[src/rtl/cpuclk_pkg.sv]
package cpuclk_pkg;

    localparam int DATA_W       = 32;
    localparam int FIELD_W      = 3;
    localparam int FIELD_STRIDE = 4;
    localparam int DIVA_FIELDS  = 7;
    localparam int DIVB_FIELDS  = 2;
    localparam int MUX_COUNT    = 2;
    localparam int MUX_BASE_BIT = 16;

    localparam logic [11:0] OFF_SRC    = 12'h000;
    localparam logic [11:0] OFF_MSTAT  = 12'h200;
    localparam logic [11:0] OFF_DIVA   = 12'h300;
    localparam logic [11:0] OFF_DIVB   = 12'h304;
    localparam logic [11:0] OFF_DSTATA = 12'h400;
    localparam logic [11:0] OFF_DSTATB = 12'h404;

    typedef enum logic [FIELD_W-1:0] {
        MSTAT_PRIMARY = 3'd1,
        MSTAT_ALT     = 3'd2,
        MSTAT_MOVING  = 3'd4
    } mux_stat_e;

    typedef struct packed {
        logic src;
        logic mstat;
        logic diva;
        logic divb;
        logic dstata;
        logic dstatb;
    } reg_hit_t;

endpackage

[src/rtl/cpuclk_addr_dec.sv]
module cpuclk_addr_dec
    import cpuclk_pkg::*;
#(
    parameter int ADDR_W = 12
) (
    input  logic [ADDR_W-1:0] addr,
    output reg_hit_t          hit
);

    always_comb begin
        hit        = '0;
        hit.src    = (addr == ADDR_W'(OFF_SRC));
        hit.mstat  = (addr == ADDR_W'(OFF_MSTAT));
        hit.diva   = (addr == ADDR_W'(OFF_DIVA));
        hit.divb   = (addr == ADDR_W'(OFF_DIVB));
        hit.dstata = (addr == ADDR_W'(OFF_DSTATA));
        hit.dstatb = (addr == ADDR_W'(OFF_DSTATB));
    end

endmodule

[src/rtl/cpuclk_mux_track.sv]
module cpuclk_mux_track
    import cpuclk_pkg::*;
#(
    parameter int SETTLE_CYC = 4
) (
    input  logic               clk,
    input  logic               rst_n,
    input  logic               wr_en,
    input  logic               wr_sel,
    output logic               sel,
    output logic [FIELD_W-1:0] stat
);

    localparam int CW = $clog2(SETTLE_CYC + 1);

    typedef struct packed {
        logic          sel;
        logic [CW-1:0] cnt;
    } mux_state_t;

    mux_state_t st_q, st_d;

    always_comb begin
        st_d = st_q;
        if (st_q.cnt != '0) begin
            st_d.cnt = st_q.cnt - 1'b1;
        end
        if (wr_en && (wr_sel != st_q.sel)) begin
            st_d.sel = wr_sel;
            st_d.cnt = CW'(SETTLE_CYC);
        end
    end

    always_ff @(posedge clk or negedge rst_n) begin
        if (!rst_n) begin
            st_q <= '0;
        end else begin
            st_q <= st_d;
        end
    end

    always_comb begin
        if (st_q.cnt != '0) begin
            stat = MSTAT_MOVING;
        end else if (st_q.sel) begin
            stat = MSTAT_ALT;
        end else begin
            stat = MSTAT_PRIMARY;
        end
    end

    assign sel = st_q.sel;

endmodule

[src/rtl/cpuclk_div_field.sv]
module cpuclk_div_field
    import cpuclk_pkg::*;
#(
    parameter int SETTLE_CYC = 6
) (
    input  logic               clk,
    input  logic               rst_n,
    input  logic               wr_en,
    input  logic [FIELD_W-1:0] wr_val,
    output logic [FIELD_W-1:0] val,
    output logic               busy
);

    localparam int CW = $clog2(SETTLE_CYC + 1);

    typedef struct packed {
        logic [FIELD_W-1:0] val;
        logic [CW-1:0]      cnt;
    } div_state_t;

    div_state_t st_q, st_d;

    always_comb begin
        st_d = st_q;
        if (st_q.cnt != '0) begin
            st_d.cnt = st_q.cnt - 1'b1;
        end
        if (wr_en && (wr_val != st_q.val)) begin
            st_d.val = wr_val;
            st_d.cnt = CW'(SETTLE_CYC);
        end
    end

    always_ff @(posedge clk or negedge rst_n) begin
        if (!rst_n) begin
            st_q <= '0;
        end else begin
            st_q <= st_d;
        end
    end

    assign val  = st_q.val;
    assign busy = (st_q.cnt != '0);

endmodule

[src/rtl/cpuclk_ctl_regs.sv]
module cpuclk_ctl_regs
    import cpuclk_pkg::*;
#(
    parameter int ADDR_W         = 12,
    parameter int MUX_SETTLE_CYC = 4,
    parameter int DIV_SETTLE_CYC = 6
) (
    input  logic              clk,
    input  logic              rst_n,
    input  logic              wr_en,
    input  logic              rd_en,
    input  logic [ADDR_W-1:0] addr,
    input  logic [DATA_W-1:0] wdata,
    output logic [DATA_W-1:0] rdata
);

    localparam int MUX_STAT_W = MUX_COUNT * FIELD_W;
    localparam int DIVA_VAL_W = DIVA_FIELDS * FIELD_W;
    localparam int DIVB_VAL_W = DIVB_FIELDS * FIELD_W;

    reg_hit_t hit;

    logic [MUX_COUNT-1:0]   msel;
    logic [MUX_STAT_W-1:0]  mstat;
    logic [DIVA_VAL_W-1:0]  diva_val;
    logic [DIVA_FIELDS-1:0] diva_busy;
    logic [DIVB_VAL_W-1:0]  divb_val;
    logic [DIVB_FIELDS-1:0] divb_busy;
    logic [DATA_W-1:0]      rd_word;
    logic                   unused_wbits;

    assign unused_wbits = ^wdata;

    cpuclk_addr_dec #(.ADDR_W(ADDR_W)) u_dec (
        .addr (addr),
        .hit  (hit)
    );

    for (genvar m = 0; m < MUX_COUNT; m++) begin : g_mux
        localparam int POS = MUX_BASE_BIT + m * FIELD_STRIDE;
        cpuclk_mux_track #(.SETTLE_CYC(MUX_SETTLE_CYC)) u_mux (
            .clk    (clk),
            .rst_n  (rst_n),
            .wr_en  (wr_en && hit.src),
            .wr_sel (wdata[POS]),
            .sel    (msel[m]),
            .stat   (mstat[m*FIELD_W +: FIELD_W])
        );
    end

    for (genvar a = 0; a < DIVA_FIELDS; a++) begin : g_diva
        cpuclk_div_field #(.SETTLE_CYC(DIV_SETTLE_CYC)) u_fld (
            .clk    (clk),
            .rst_n  (rst_n),
            .wr_en  (wr_en && hit.diva),
            .wr_val (wdata[a*FIELD_STRIDE +: FIELD_W]),
            .val    (diva_val[a*FIELD_W +: FIELD_W]),
            .busy   (diva_busy[a])
        );
    end

    for (genvar b = 0; b < DIVB_FIELDS; b++) begin : g_divb
        cpuclk_div_field #(.SETTLE_CYC(DIV_SETTLE_CYC)) u_fld (
            .clk    (clk),
            .rst_n  (rst_n),
            .wr_en  (wr_en && hit.divb),
            .wr_val (wdata[b*FIELD_STRIDE +: FIELD_W]),
            .val    (divb_val[b*FIELD_W +: FIELD_W]),
            .busy   (divb_busy[b])
        );
    end

    always_comb begin
        rd_word = '0;
        if (hit.src) begin
            for (int m = 0; m < MUX_COUNT; m++) begin
                rd_word[MUX_BASE_BIT + m*FIELD_STRIDE] = msel[m];
            end
        end
        if (hit.mstat) begin
            for (int m = 0; m < MUX_COUNT; m++) begin
                rd_word[MUX_BASE_BIT + m*FIELD_STRIDE +: FIELD_W] = mstat[m*FIELD_W +: FIELD_W];
            end
        end
        if (hit.diva) begin
            for (int a = 0; a < DIVA_FIELDS; a++) begin
                rd_word[a*FIELD_STRIDE +: FIELD_W] = diva_val[a*FIELD_W +: FIELD_W];
            end
        end
        if (hit.divb) begin
            for (int b = 0; b < DIVB_FIELDS; b++) begin
                rd_word[b*FIELD_STRIDE +: FIELD_W] = divb_val[b*FIELD_W +: FIELD_W];
            end
        end
        if (hit.dstata) begin
            for (int a = 0; a < DIVA_FIELDS; a++) begin
                rd_word[a*FIELD_STRIDE] = diva_busy[a];
            end
        end
        if (hit.dstatb) begin
            for (int b = 0; b < DIVB_FIELDS; b++) begin
                rd_word[b*FIELD_STRIDE] = divb_busy[b];
            end
        end
    end

    assign rdata = rd_en ? rd_word : '0;

endmodule

[config.mk]
export PLATFORM = sky130hd
export DESIGN_NAME = cpuclk_ctl_regs
export DESIGN_NICKNAME = d
export VERILOG_FILES = /design/src/rtl/cpuclk_pkg.sv /design/src/rtl/cpuclk_addr_dec.sv /design/src/rtl/cpuclk_mux_track.sv /design/src/rtl/cpuclk_div_field.sv /design/src/rtl/cpuclk_ctl_regs.sv
export SDC_FILE = /design/constraint.sdc
export NUM_CORES = 1
export LEC_CHECK = 0
export CORE_MARGIN = 1
export CORE_UTILIZATION = 52
export CTS_BUF_LIST = sky130_fd_sc_hd__clkbuf_16
export CTS_CLUSTER_DIAMETER = 50
export DETAILED_ROUTE_END_ITERATION = 8
export GPL_TIMING_DRIVEN = 0
export HOLD_SLACK_MARGIN = 0.15
export PLACE_DENSITY_LB_ADDON = 0.2
export SLEW_MARGIN = 20
export SYNTH_ARGS = -nofsm -noshare
export SYNTH_HDL_FRONTEND = slang
export SYNTH_SLANG_ARGS = --single-unit
[constraint.sdc]
create_clock -name clk -period 2.4 [get_ports clk]
set_input_delay 0.48 -clock clk [delete_from_list [all_inputs] [get_ports clk]]
set_output_delay 0.48 -clock clk [all_outputs]
set_load 0.05 [all_outputs]
### Word-level counts from Yosys, hierarchy flattened

Index checks and enable logic that the tools add are counted.

* register bits: 62
* latch bits: 0
* memory bits (writable): 0
* memory bits (read-only): 0
* output and inout bits: 32
* memories: 0

* add/subtract/negate cells: 11
* multiply operators: 0
* divide/modulo/power cells: 0
* $lt $le $gt $ge: 0
* eq/ne operators: 16
* shift-type cells: 0
* muxes and demuxes: 49
* bitwise logic cells: 0
* reductions and logical operators: 37

Operators by type and width (number)
* two-way mux 3 bit: 35
* equality test 12 x 10 -> 1 bit, second input constant: 3
* nonzero test 3 bit: 11
* subtractor 3 x 1 -> 3 bit, second input constant: 11
* two-way mux 27 bit: 1
* inequality test 3 bit: 9
* equality test 12 x 11 -> 1 bit, second input constant: 2
* nonzero test 2 bit: 11
* logical AND 1 bit: 14
* logical NOT 12 bit: 1
* two-way mux 1 bit: 11
* two-way mux 2 bit: 2
* inequality test 1 bit: 2

### Logic depth before layout (Yosys ltp)

Gate-level depths: netlist (run 1).

* depth after elaboration: 6
* depth in mapped cells: 6

### Hierarchy

A second synthesis (run 1) with hierarchy kept.

* cells, all modules: 405
* area, all modules: 4174.0 µm²

Modules (own cells, without submodules)
* cpuclk_div_field: times used 9, cells each 29, area an instance 340.3 µm², seq. area each 150.1 µm²
* cpuclk_ctl_regs: times used 1, cells each 79, area an instance 526.8 µm², seq. area each 0.0 µm²
* cpuclk_mux_track: times used 2, cells each 24, area an instance 240.2 µm², seq. area each 100.1 µm²
* cpuclk_addr_dec: times used 1, cells each 17, area an instance 103.8 µm², seq. area each 0.0 µm²

### Least setup slack after synthesis (run 1)

No wires, ideal clock.

* path kind: input-to-output
* from: input port addr[9]
* to: output port rdata[0]
* arrival time: 2.527 ns
* required time: 1.920 ns
* path slack: -0.607 ns
* cell stages on the path: 5
* path buffers: 1
* cell sequence: buf_2 nor4b_4 o21ai_0 a21o_1 a211oi_1

* longest elaborated chain between the ends: 6

Ends and longest elaborated chain
* start, declared: line cpuclk_ctl_regs.sv:12 `input logic [ADDR_W-1:0] addr,`
* equality test 12 x 10 -> 1 bit: line cpuclk_addr_dec.sv:14 `hit.diva = (addr == ADDR_W'(OFF_DIVA));`
* two-way mux 3 bit: line cpuclk_ctl_regs.sv:85 `if (hit.diva) begin`
* two-way mux 3 bit: line cpuclk_ctl_regs.sv:90 `if (hit.divb) begin`
* two-way mux 1 bit: line cpuclk_ctl_regs.sv:95 `if (hit.dstata) begin`
* two-way mux 1 bit *: line cpuclk_ctl_regs.sv:100 `if (hit.dstatb) begin`
* two-way mux 27 bit *: line cpuclk_ctl_regs.sv:107 `assign rdata = rd_en ? rd_word : '0;`
* end, declared: line cpuclk_ctl_regs.sv:14 `output logic [DATA_W-1:0] rdata`

Mark *: on every way between the ends. The rest lies on a longest branch, timed or not.

### Worst setup path in the final report (run 1)

* from: input port addr[0]
* to: output port rdata[21]

* longest elaborated chain between the ends: 4

Ends and longest elaborated chain
* equality test 12 x 10 -> 1 bit: line cpuclk_addr_dec.sv:13 `hit.mstat = (addr == ADDR_W'(OFF_MSTAT));`
* two-way mux 3 bit: line cpuclk_ctl_regs.sv:80 `if (hit.mstat) begin`
* two-way mux 3 bit *: line cpuclk_ctl_regs.sv:85
* two-way mux 27 bit *: line cpuclk_ctl_regs.sv:107

Marked as above.

==> metrics.cfg, run 1 <==
[power]
power.switching_mw=1.44
totalPowerFinal_mw=4.34
seqPwrFrac=0.345
p_int_mw=2.90
switching_share=0.332
leakage_nw=2.61
p_clk_frac=0.276
power_density_mw_per_mm2=829
comb_power_share=0.379
ir_worst_vdd_mv=0.577

[critical_path]
rrSetupSlack_ns=0.87
required_ns=1.92
arrival_ns=2.01
end_kind=output pin
critPathMaxFanout=5
ff2ff_path_depth=3
rr_endpoint=g_diva[6].u_fld.st_q[0]
worstSetupStartpointType=primary input
critPathKind=in2out
worstReg2RegStart=g_diva[6].u_fld.val[0]

[sta]
finalHoldViolations=0
fin_crit_ns=2.49
timing.final.ws_setup_ns=-0.0911
tns_ns=-0.580
rsz0062_at_grt=true
finalClockSkew_ns=0.00526
worst_hold_slack_ns=0.505
worstMarginPinSlew_ns=0.724
slew_violations=0
maxClockFrequency_mhz=401
finalCritPeriodShare=1.04
relSlewSlack=0.511
setup_violations=13

[grt]
antenna_found_initial=0
track_usage=0.246
grt_max_degree=53
grt_pass1_wl_um=13900
grt_pass1_vias=2912
grt_overflow=0

[placed_design]
dpl_cell_area_mm2=0.00467
hpwl_um=5960
place_ws_ns=-1.32
port_buffers=56
dp_cells=532
globalplace.congestion=0.776

[flow_run]
cap_viol_max_count=0

[cts]
clk_latency_ns=0.33
clk_pin_slew_ns=0.05
cts_tree=done
cts_buffer_depth=2
htreeDepth=3
cts.sinks=62
cts_buffers=9
cts_root_buf=clkbuf_16

[final_layout]
antenna_cells=0
postLayoutCoreUtil=0.723
fin_nets=529
post-route-cell-area_mm2=0.00524
layout-drive-gt1-share=0.297
instances_no_fill=561
area_growth_pct=34.7

[logic_synthesis]
ys_ff_latch=62
synthXorXnorAreaFrac=0.0900
ys_warn_count=0
yosysSeqAreaShare=0.399
synth_cell_types=47
synthAdderAreaFrac=0.0707
ys.flop_type=dfrtp_1
synth-edff-count=0
syn_area_mm2=0.00389
async_flop_share=1.00
synthCells=366
syn_area_per_cell_um2=10.6
synth_top_family_by_area=simple AND/OR/NAND/NOR gates
synthSimpleGateAreaFrac=0.170
synth_compound_area_frac=0.0762
muxShareOfSynthArea=0.129

[worst_hold_path]
hold_depth=2
hold_start=g_diva[3].u_fld.st_q[2]
hold_path_end=g_diva[3].u_fld.st_q[2]
hp-class=reg2reg

[run_status]
status=complete, but fails checks
violations=setup timing

[floorplan]
fp.dieH_um=88.5
top_level_ports=80
dieArea_mm2=0.00783
core_mm2=0.00725
die_x_um=88.5
fp-row-count=31
initial_core_util=0.536

[route]
wl_per_cell_um=15.9
finalWirelength_um=8900
via_count=2969
drc=0
via_per_inst=5.29
ant_nets=0
drt_first_iter_violations=93
drtPass1Iterations=4

[worst max-delay path: stages]
cell and delay [ns]:
buf_6 0.09, or4b_4 0.58, nand2b_4 0.20, nor2_4 0.12
buf_6 0.12, buf_8 0.12, a32o_2 0.14, buf_6 0.15
[cell families after synthesis]
logic type	Yosys count
xor gates and xnor gates	40
AOI/OAI and AO/OA	42
muxes	39
buffers and inverters	43
adders and majority gates	22
DFF	62
and+or+nand+nor	117
other	1
[registers in the layout (all words and copies together), names as in the netlist]
signal	cells
g_diva.u_fld.val	21
g_mux.u_mux.sel	2
g_divb.u_fld.st_q	6
g_diva.u_fld.st_q	21
g_mux.u_mux.st_q	6
g_divb.u_fld.val	6
[Yosys cell counts, types with 6 or more instances]
library cell / count / area [µm²]
a22o_1: 6 / 52.6
and2_1: 18 / 113
buf_4: 12 / 90.1
dfrtp_1: 62 / 1550
ha_1: 22 / 275
inv_1: 26 / 97.6
mux2_2: 9 / 101
mux2_4: 20 / 300
mux2i_1: 10 / 100
nand2_1: 31 / 116
nand2b_1: 10 / 62.6
nor2_1: 21 / 78.8
o21ai_0: 11 / 55.1
o311ai_0: 7 / 61.3
xnor2_1: 11 / 96.3
xor2_1: 29 / 254
[layout make-up]
type                            count  area (µm²)
Multi-Input combinational cell    271        2300
Tap cell                           99         124
Clock buffer                        9         225
Sequential cell                    62        1550
Inverter                           26        97.6
Timing Repair Buffer               72         742
Clock inverter                      5        45.0
Fill cell                         537        2010
Buffer                             17         159
[placed cells by master (no fill, tap or decap), types with 11 or more instances in the layout]
cell type        count
xnor2_1             11
buf_6               19
inv_1               28
conb_1              11
mux2_4              20
clkdlybuf4s50_1     22
ha_1                22
buf_4               22
o21ai_0             11
and2_1              12
xor2_1              29
dfrtp_1             62
nor2_1              17
nand2_1             31
[worst max path at each step]
stage,startpoint,to,slack (ns),cells after the start
2_1_floorplan,addr[3],rdata[12],-0.18,3
3_3_place_gp,addr[3],rdata[18],-1.31,7
3_5_place_dp,addr[3],rdata[26],-1.32,7
4_1_cts,addr[0],rdata[21],-0.07,8
5_1_grt,addr[0],rdata[21],-0.13,8
6_report,addr[0],rdata[21],-0.09,8
[routing by layer]
metal	routed length [µm]	track usage
met1	3840	0.296
met2	4560	0.429
met3	334	0.0513
met4	155	0.101
met5	0	0
[power by group through the flow]
stage / Clock (mW) / Combinational [mW] / Sequential [mW]
after floorplan: 0 / 1.25 / 1.48
after detailed placement: 0 / 1.59 / 1.51
final: 1.20 / 1.65 / 1.50
after global placement: 0 / 1.49 / 1.50
after global routing: 1.27 / 1.87 / 1.54
after CTS: 1.22 / 1.64 / 1.49
[repair_timing]
action	4_1_cts	5_1_grt
hold buffers	1	0
endpoints found under the setup margin	56	21
gates resized for setup	230	13
buffers inserted	13	1
pin swaps	15	4
gates cloned	1	0
hold endpoints to repair	10	0
Note: power is estimated with default switching activity, not from simulation.
==> run 2, diff against run 1 <==
--- a/config.mk
+++ b/config.mk
@@ -7,2 +7,3 @@
 export LEC_CHECK = 0
+export CAP_MARGIN = 40
 export CORE_MARGIN = 1
==> constraint.sdc (replaced) <==
create_clock -name clk -period 2.4 [get_ports clk]
set_input_delay 0.24 -clock clk [delete_from_list [all_inputs] [get_ports clk]]
set_output_delay 0.24 -clock clk [all_outputs]
set_load 0.05 [all_outputs]
==> run 2 against run 1 <==
  * The run now ends clean
  * Sequential cell count unchanged
  * Die area unchanged
  * Combinational power down 2%
  * Via count down 3.7%
  * First-iteration DRC count unchanged
  * Sequential power about the same
  * Non-clock buffer count down 8
  * Critical endpoint is now rdata[10]
  * Largest power group unchanged
==> metrics.cfg, run 2 (synthesis gave the netlist of run 1 again) <==
[run_status]
status=complete, no violations  ; was complete, but fails checks

[critical_path]
worstReg2RegStart=g_diva[3].u_fld.val[0]  ; was g_diva[6].u_fld.val[0]
slowest_delay_ns=0.46  ; was 0.58 ns
end_kind=output pin  ; unchanged
required_ns=2.16  ; was 1.92 ns
critPathCapture=rdata[10]  ; was rdata[21]
worstSetupStartpointType=primary input  ; unchanged
arrival_ns=2.07  ; was 2.01 ns
critPathMaxFanout=5  ; unchanged
startpoint=addr[6]  ; was addr[0]
critPathKind=in2out  ; unchanged
rr_endpoint=g_diva[3].u_fld.st_q[0]  ; was g_diva[6].u_fld.st_q[0]
ff2ff_path_depth=3  ; unchanged
crit_path_cell_trace=clkdlybuf4s50_1, nor4_4, buf_4, nand2b_4, nor2_4, clkbuf_16, and2_1, buf_6  ; was buf_6, or4b_4, nand2b_4, nor2_4, buf_6, buf_8, a32o_2, buf_6
rrSetupSlack_ns=0.90  ; was 0.87 ns
slowest_stage=clkdlybuf4s50_1  ; was or4b_4

[power]
totalPowerFinal_mw=4.19  ; was 4.34 mW
power_density_mw_per_mm2=834  ; was 829 mW/mm²
leakage_nw=2.53  ; was 2.61 nW
ir_worst_vdd_mv=0.532  ; was 0.577 mV

[sta]
finalHoldViolations=0  ; unchanged
timing.final.ws_setup_ns=0.0917  ; was -0.0911 ns
worst_hold_slack_ns=0.326  ; was 0.505 ns
worstMarginPinSlew_ns=0.729  ; was 0.724 ns
rsz0062_at_grt=true  ; unchanged
fin_crit_ns=2.31  ; was 2.49 ns
maxClockFrequency_mhz=433  ; was 401 MHz
finalCritPeriodShare=0.962  ; was 1.04
setup_violations=0  ; was 13
relSlewSlack=0.508  ; was 0.511
finalClockSkew_ns=0.00480  ; was 0.00526 ns
slew_violations=0  ; unchanged
tns_ns=0  ; was -0.580 ns

[cts]
cts_tree=done  ; unchanged
cts_buffers=9  ; unchanged
clk_pin_slew_ns=0.05  ; about the same
cts_root_buf=clkbuf_16  ; unchanged
clk_latency_ns=0.32  ; was 0.33 ns
htreeDepth=3  ; unchanged
cts_buffer_depth=2  ; unchanged
cts.sinks=62  ; unchanged

[route]
drtPass1Iterations=6  ; was 4
drc=0  ; unchanged
ant_nets=0  ; unchanged
via_per_inst=5.17  ; was 5.29
finalWirelength_um=8370  ; was 8900 µm
wl_per_cell_um=15.1  ; was 15.9 µm
via_count=2859  ; was 2969
drt_first_iter_violations=93  ; unchanged

[floorplan]
initial_core_util=0.536  ; unchanged
fp-row-count=31  ; unchanged
die_x_um=88.5  ; unchanged
top_level_ports=80  ; unchanged
fp.dieH_um=88.5  ; unchanged
core_mm2=0.00725  ; unchanged
dieArea_mm2=0.00783  ; unchanged

[final_layout]
mostFrequentLayoutCells=dfrtp_1 (62), nand2_1 (31), xor2_1 (29), inv_1 (27), clkdlybuf4s50_1 (27)  ; was dfrtp_1 (62), nand2_1 (31), xor2_1 (29), inv_1 (28)
postLayoutCoreUtil=0.693  ; was 0.723
fin_nets=521  ; was 529
instances_no_fill=553  ; was 561
layout-drive-gt1-share=0.222  ; was 0.297
seqCellArea_mm2=0.00155  ; unchanged
multi_input_area_mm2=0.00219  ; was 0.00230 mm²
post-route-cell-area_mm2=0.00503  ; was 0.00524 mm²
antenna_cells=0  ; unchanged
layout_commonest_cell=dfrtp_1  ; unchanged
area_growth_pct=29.2  ; was 34.7%
n_fill_cell=554  ; was 537

[worst_hold_path]
hp-class=in2async  ; was reg2reg

[grt]
antenna_found_initial=0  ; unchanged
track_usage=0.226  ; was 0.246
grt_pass1_vias=2748  ; was 2912
grt_overflow=0  ; unchanged
grt_pass1_wl_um=13100  ; was 13900 µm
grt_max_degree=51  ; was 53

[placed_design]
port_buffers=56  ; unchanged
hpwl_um=6030  ; was 5960 µm
dp_cells=533  ; was 532
place_ws_ns=-0.788  ; was -1.32 ns
globalplace.congestion=0.773  ; was 0.776
dpl_cell_area_mm2=0.00466  ; was 0.00467 mm²

[flow_run]
cap_viol_max_count=0  ; unchanged

run 2: cell count changes in the layout (fill, tap and decap cells not counted), moves of 6 or more:
cell | before | now
buf_2 | 10 | 4
dlymetal6s2s_1 | 0 | 7
buf_6 | 19 | 9
and2_1 | 12 | 18
buf_8 | 9 | 1
and2_4 | 7 | 1
run 2: area by class of cell:
class,instances,share of cell area
sequential,62,0.309
inverter,26,0.0194
tap,99,0.0246
clock buffer,9,0.0448
clock inverter,5,0.00398
multi-input combinational,271,0.435
buffer,17,0.0309
timing repair buffer,64,0.133
run 2: repair_timing:
action | CTS | global route
resized for setup | 134 | 17
buffers inserted | 2 | 2
cloned | 0 | 1
hold buffers | 1 | 0
endpoints found under the setup margin | 21 | 16
pin swaps | 2 | 4
hold endpoints to repair | 62 | 0
run 2: worst min-delay path by stage:
stage	from	to	slack (ns)
final	rst_n	g_diva[2].u_fld.st_q[1]	0.33
after CTS	rst_n	g_diva[6].u_fld.val[1]	0.32
after detailed placement	rst_n	g_diva[0].u_fld.st_q[0]	0.11
after floorplan	rst_n	g_diva[0].u_fld.st_q[0]	-0.06
after global routing	rst_n	g_diva[2].u_fld.st_q[0]	0.34
after global placement	g_diva[3].u_fld.st_q[2]	g_diva[3].u_fld.st_q[2]	0.49
run 2: per-layer routing:
| metal | part of all wire | wire length [µm] | global-route usage | up-vias |
|---|---|---|---|---|
| met5 | 0 | 0 | 0 | - |
| li1 | - | - | - | 1404 |
| met4 | 0.015 | 128 | 0.0762 | 0 |
| met3 | 0.043 | 362 | 0.0522 | 10 |
| met1 | 0.45 | 3740 | 0.277 | 1379 |
| met2 | 0.50 | 4140 | 0.394 | 66 |
run 2: critical path, delay by kind of cell:
kind | cells | cell delay (ns)
buf+inv | 4 | 1.00
simple gates | 4 | 0.82
run 2: report_power, final:
part / leakage, nW / internal (mW) / switching (mW)
Clock: 0.125 / 0.668 / 0.421
Sequential: 0.794 / 1.36 / 0.139
Combinational: 1.61 / 0.744 / 0.864
